### config.mk
export PLATFORM = sky130hd
export DESIGN_NAME = fifo_drain_ctrl
export DESIGN_NICKNAME = d
export VERILOG_FILES = /design/src/rtl/fdh_pkg.sv /design/src/rtl/fdh_occupancy.sv /design/src/rtl/fdh_guard.sv /design/src/rtl/fdh_strobe.sv /design/src/rtl/fifo_drain_ctrl.sv
export SDC_FILE = /design/constraint.sdc
export NUM_CORES = 1
export LEC_CHECK = 0
export ABC_AREA = 1
export CORE_MARGIN = 3
export CORE_UTILIZATION = 47
export DETAILED_ROUTE_END_ITERATION = 7
export PLACE_DENSITY = 0.84
export SLEW_MARGIN = 5
export SYNTH_ARGS = -nofsm -noshare
export SYNTH_HDL_FRONTEND = slang
export SYNTH_SLANG_ARGS = --single-unit
### constraint.sdc
create_clock -name clk -period 2.24 [get_ports clk]
set_input_delay 0.56 -clock clk [delete_from_list [all_inputs] [get_ports clk]]
set_output_delay 0.56 -clock clk [all_outputs]
set_load 0.01 [all_outputs]
### src/rtl/fdh_pkg.sv
package fdh_pkg;
  typedef enum logic {
    ST_IDLE = 1'b0,
    ST_HOLD = 1'b1
  } strobe_st_t;
endpackage

### src/rtl/fdh_occupancy.sv
module fdh_occupancy #(
  parameter int DEPTH = 64,
  localparam int CW = $clog2(DEPTH + 1)
) (
  input  logic          clk,
  input  logic          rst,
  input  logic          shin,
  input  logic          irdy,
  input  logic          take,
  output logic [CW-1:0] occ,
  output logic          above_half
);
  localparam logic [CW-1:0] FULLV = CW'(DEPTH);
  localparam logic [CW-1:0] HALFV = CW'(DEPTH / 2);

  logic shin_q;
  logic add;

  assign add = shin && !shin_q && irdy;

  always_ff @(posedge clk) begin
    if (rst) begin
      shin_q     <= 1'b0;
      occ        <= '0;
      above_half <= 1'b0;
    end else begin
      shin_q <= shin;
      case ({add, take})
        2'b10:   if (occ != FULLV) occ <= occ + 1'b1;
        2'b01:   if (occ != '0)    occ <= occ - 1'b1;
        default: occ <= occ;
      endcase
      if (occ > HALFV)      above_half <= 1'b1;
      else if (occ == '0)   above_half <= 1'b0;
    end
  end
endmodule

### src/rtl/fdh_guard.sv
module fdh_guard #(
  parameter int GUARD_CYC = 4
) (
  input  logic clk,
  input  logic rst,
  input  logic ordy,
  input  logic occ_zero,
  input  logic take,
  output logic guard_ok
);
  generate
    if (GUARD_CYC == 0) begin : g_none
      assign guard_ok = 1'b1;
    end else begin : g_timer
      localparam int GW = $clog2(GUARD_CYC + 1);
      localparam logic [GW-1:0] LIMIT = GW'(GUARD_CYC);
      logic          armed;
      logic [GW-1:0] gcnt;

      always_ff @(posedge clk) begin
        if (rst) begin
          armed <= 1'b1;
          gcnt  <= '0;
        end else begin
          if (take)          armed <= 1'b0;
          else if (occ_zero) armed <= 1'b1;
          if (!armed || !ordy || take) gcnt <= '0;
          else if (gcnt != LIMIT)      gcnt <= gcnt + 1'b1;
        end
      end

      assign guard_ok = !armed || (gcnt == LIMIT);
    end
  endgenerate
endmodule

### src/rtl/fdh_strobe.sv
module fdh_strobe
  import fdh_pkg::*;
#(
  parameter int WIDTH = 5
) (
  input  logic             clk,
  input  logic             rst,
  input  logic             ordy,
  input  logic             sink_rdy,
  input  logic             permit,
  input  logic [WIDTH-1:0] dout,
  output logic             so,
  output logic [WIDTH-1:0] word,
  output logic             vld,
  output logic             take
);
  strobe_st_t st;

  assign take = (st == ST_IDLE) && ordy && sink_rdy && permit;

  always_ff @(posedge clk) begin
    if (rst) begin
      st   <= ST_IDLE;
      so   <= 1'b0;
      word <= '0;
      vld  <= 1'b0;
    end else begin
      vld <= 1'b0;
      case (st)
        ST_IDLE: if (take) begin
          st   <= ST_HOLD;
          so   <= 1'b1;
          word <= dout;
          vld  <= 1'b1;
        end
        ST_HOLD: if (!ordy) begin
          st <= ST_IDLE;
          so <= 1'b0;
        end
        default: st <= ST_IDLE;
      endcase
    end
  end
endmodule

### src/rtl/fifo_drain_ctrl.sv
module fifo_drain_ctrl #(
  parameter int WIDTH     = 5,
  parameter int DEPTH     = 64,
  parameter int GUARD_CYC = 4
) (
  input  logic             clk,
  input  logic             rst,
  input  logic             half_mode,
  input  logic             sink_rdy,
  input  logic             fifo_ordy,
  input  logic             fifo_irdy,
  input  logic             fifo_shin,
  input  logic [WIDTH-1:0] fifo_dout,
  output logic             fifo_shout,
  output logic [WIDTH-1:0] word_out,
  output logic             word_vld
);
  localparam int CW = $clog2(DEPTH + 1);

  logic [CW-1:0] occ_q;
  logic          above_half;
  logic          take;
  logic          guard_ok;
  logic          permit;

  fdh_occupancy #(.DEPTH(DEPTH)) u_occ (
    .clk(clk), .rst(rst), .shin(fifo_shin), .irdy(fifo_irdy),
    .take(take), .occ(occ_q), .above_half(above_half)
  );

  fdh_guard #(.GUARD_CYC(GUARD_CYC)) u_guard (
    .clk(clk), .rst(rst), .ordy(fifo_ordy), .occ_zero(occ_q == '0),
    .take(take), .guard_ok(guard_ok)
  );

  assign permit = guard_ok && (!half_mode || above_half);

  fdh_strobe #(.WIDTH(WIDTH)) u_strobe (
    .clk(clk), .rst(rst), .ordy(fifo_ordy), .sink_rdy(sink_rdy),
    .permit(permit), .dout(fifo_dout), .so(fifo_shout),
    .word(word_out), .vld(word_vld), .take(take)
  );
endmodule

==> metrics.log, run 1 <==
[metrics] outcome: completed
[metrics] Stages on worst setup path: 18
[metrics] Worst setup SP type: input pin
[metrics] share of cells above drive strength 1: 0.342
[metrics] footprint of the multi-input gates: 813 um2
[metrics] Maximum Capacitance Violations: 0
[metrics] count of final max-slew check failures: 0
[metrics] total design power: 0.741 mW
[metrics] cell area after synthesis: 1240 um2
[metrics] 1st-iter DRT viols: 47
[metrics] clock tree from TritonCTS: yes
[metrics] pin count of the biggest net entering global routing: 16
[metrics] kind of capture point of the worst setup path: flop
[metrics] Vias: 1239
[metrics] number of antenna violations at the first check in global routing: 0
[metrics] CTS clock-pin slew for the worst setup and hold paths: 120 ps
[metrics] row count: 17
[metrics] worst supply voltage drop on vdd: 0.000425 V
[metrics] Final Wtd Congestion: 0.900
[metrics] total nets after synthesis: 199
[metrics] unique cell type count in the Yosys netlist: 23
[metrics] fmax: 0.449 GHz
[metrics] combined global-route utilization of all metal layers: 0.195
[metrics] category of cells accounting for the largest share of critical-path delay: simple AND/OR/NAND/NOR gates
[metrics] total global routing overflow: 0
[metrics] area occupied by registers: 423 um2
[metrics] clock buffers created by TritonCTS: 3
[metrics] path type of the worst min-delay path: reg -> reg
[metrics] Mapped Cells: 180
[metrics] die area: 3280 um2
[metrics] hold path depth: 2
[metrics] placed wire-length estimate: 2180 um
[metrics] cells along the critical path: clkdlybuf4s50_1, nand4_1, inv_2, ha_4, inv_4, nand2_2, nand2_2, inv_2, ha_4, inv_2, nand2_2, nand3_2, nand2_2, nand3_1, nand3_1, nand2_1, nor2_1, nor2_1
[metrics] Antenna diodes: 0
[metrics] Placed Instances: 238
[metrics] cell area after layout: 1750 um2
[metrics] cell area after placement: 1540 um2
[metrics] post-route minimum period: 2230 ps
[metrics] depth of the worst register-to-register path: 21
[metrics] Die Height: 57.3 um
[metrics] leading cell types by total area after synthesis: dfxtp_1 34%, nand2_1 10%, nor2_1 7.6%
[metrics] Crit-path slowest cell: clkdlybuf4s50_1
[metrics] Post-synth top cells: 34 x nand2_1, 25 x nor2_1, 24 x inv_1
[metrics] ANT nets after route: 0
[metrics] total leakage power: 0.809 nW
[metrics] most used cell along the critical path: nand2_2
[metrics] CTS Sinks: 21
[metrics] period utilization: 0.995
[metrics] vias in the first global route: 1154
[metrics] buffer depth of the longest clock path: 2
[metrics] power per cell area: 424 nW/um2
[metrics] starting density of the core: 0.524
[metrics] largest driver fanout on the critical path: 3
[metrics] Yosys reg bits: 21
[metrics] post-route clock skew: 7.37 ps
[metrics] count leader, synth: nand2_1
[metrics] post-route insts no fill: 247
[metrics] root buf cell: clkbuf_4
[metrics] maximum single-stage delay on the critical path: 460 ps
[metrics] top cell type's share of synthesized area: 0.340
[metrics] count of TritonRoute iterations in the first routing pass: 4
[metrics] relative max-transition margin: 0.695
[metrics] final-report hold violation count: 0
[metrics] number of nets in the final layout: 239
[metrics] width of the die: 57.3 um
[metrics] DRC violation count after routing: 0
[metrics] critical path data arrival time: 2450 ps
[metrics] Avg Synthesized Cell Area: 6.87 um2
[metrics] number of fill cells: 170
[metrics] asr flop ratio synth: 0
[metrics] startpoint-to-endpoint class of the critical path: in -> reg
[metrics] data required time at the worst endpoint: 2460 ps
[metrics] first-pass GRT wire length: 5000 um
[metrics] Post-synth EDFFs: 0
[metrics] Yosys warnings: 0
[metrics] combined buffer and inverter count along the critical path: 5
[metrics] tightest hold margin: 497 ps
[metrics] core outline area: 2360 um2
[metrics] primary flip-flop cell chosen by synthesis mapping: dfxtp_1
[metrics] unrepaired setup endpoints after global routing: true
[metrics] hold buffers post-CTS: 0
[metrics] count of port buffers added during placement: 18
[metrics] H-tree levels: 1
[metrics] signed area change from the synthesized netlist to the final layout: 41.2%
[metrics] number of failing setup endpoints in the final timing report: 0
[metrics] Worst Max-Slew Pin Slew: 456 ps
[metrics] routed wire length: 3150 um
[metrics] clock latency on the worst-skew pair: 310 ps
[metrics] Via-to-Cell Ratio: 5.02
[metrics] post-synthesis cell type with the largest combined area: dfxtp_1
[metrics] fraction of the yosys area taken by sequential cells: 0.340
[metrics] number of placed I/O pins: 19
[metrics] average detailed-routed wire length per instance: 12.7 um
-- cells by family after synthesis --
logic type      synth area share
xor+xnor                  0.0354
fa+ha+maj                 0.0708
flops                      0.340
simple gates               0.336
compound gates             0.111
buf+inv                    0.106
-- where the power goes --
part | switching [mW] | internal, mW | leakage, nW | total, mW
registers | 0.0178 | 0.387 | 0.172 | 0.405
logic | 0.0784 | 0.0706 | 0.622 | 0.149
clock network | 0.118 | 0.0696 | 0.0150 | 0.187
-- state kept, by name (all words and copies together), names as in the netlist --
register,flops
u_occ.occ,7
u_strobe.word,5
u_guard.g_timer.gcnt,3
u_guard.g_timer.armed,1
u_occ.above_half,1
u_occ.shin_q,1
u_strobe.so,1
u_strobe.st,1
u_strobe.vld,1
-- placed cells by master (no fill, tap or decap), drive strengths merged --
master,instances
inv,28
clkbuf,4
a211oi,1
xnor2,1
nand3,13
nand4,2
clkdlybuf4s50,15
nand2,42
ha,7
o21ai,16
dlygate4sd2,1
dfxtp,21
buf,20
xor2,4
a21oi,10
dlymetal6s2s,2
nor2,32
-- worst register-to-register path, stage by stage (launching register included) --
cell and delay [ps]:
dfxtp_2 350, inv_2 60, ha_4 140, nand2_4 50, nand2_2 60, nand4_1 130
inv_2 140, ha_4 180, inv_4 40, nand2_2 60, nand2_2 60, inv_2 60
ha_4 120, inv_2 30, nand2_2 70, nand3_2 70, nand2_2 70, nand3_1 100
nand3_1 90, nand2_1 50, nor2_1 100, nor2_1 50
-- layout make-up --
class | instances | area share
Timing Repair Buffer | 38 | 0.194
Multi-Input combinational cell | 128 | 0.466
Clock buffer | 4 | 0.0151
Inverter | 28 | 0.0631
Tap cell | 28 | 0.0201
Sequential cell | 21 | 0.242
-- final timing paths --
kind,end,from,slack (ps)
setup / recovery,u_occ.occ[6],sink_rdy,10
setup reg to reg,u_occ.occ[6],u_guard.g_timer.gcnt[1],60
hold / removal,u_strobe.word[0],u_strobe.word[0],500
hold reg to reg,u_strobe.word[0],u_strobe.word[0],500
-- per-layer routing --
metal	part of all wire	vias to the layer above	GRT usage	routed length, um
li1	-	645	-	-
met1	0.44	564	0.227	1370
met2	0.52	24	0.341	1630
met3	0.035	6	0.0543	109
met4	0.014	0	0.0728	44
met5	0	-	0	0
-- through the flow --
step                 util  setup slack, ps  setup TNS [ps]
floorplan               -             16.2               0
global placement    0.653             -408           -1940
detailed placement  0.653             -499           -2490
CTS                 0.681            -8.49           -16.5
global route        0.739            -68.2            -129
finish              0.739             12.2               0
-- repair_timing --
item                                    4_1_cts  5_1_grt
resized for setup                             8       32
buffers inserted                              1        5
endpoints found under the hold margin         0        0
pin swaps                                     7       18
endpoints found under the setup margin        4        5
Note: power is estimated with default switching activity, not from simulation.
==> inputs of run 2 (changes only) <==
CTS_CLUSTER_DIAMETER = 60   (was not set)
==> results of run 2 <==
The final DEF is identical to that of run 1; final timing and power are the same.
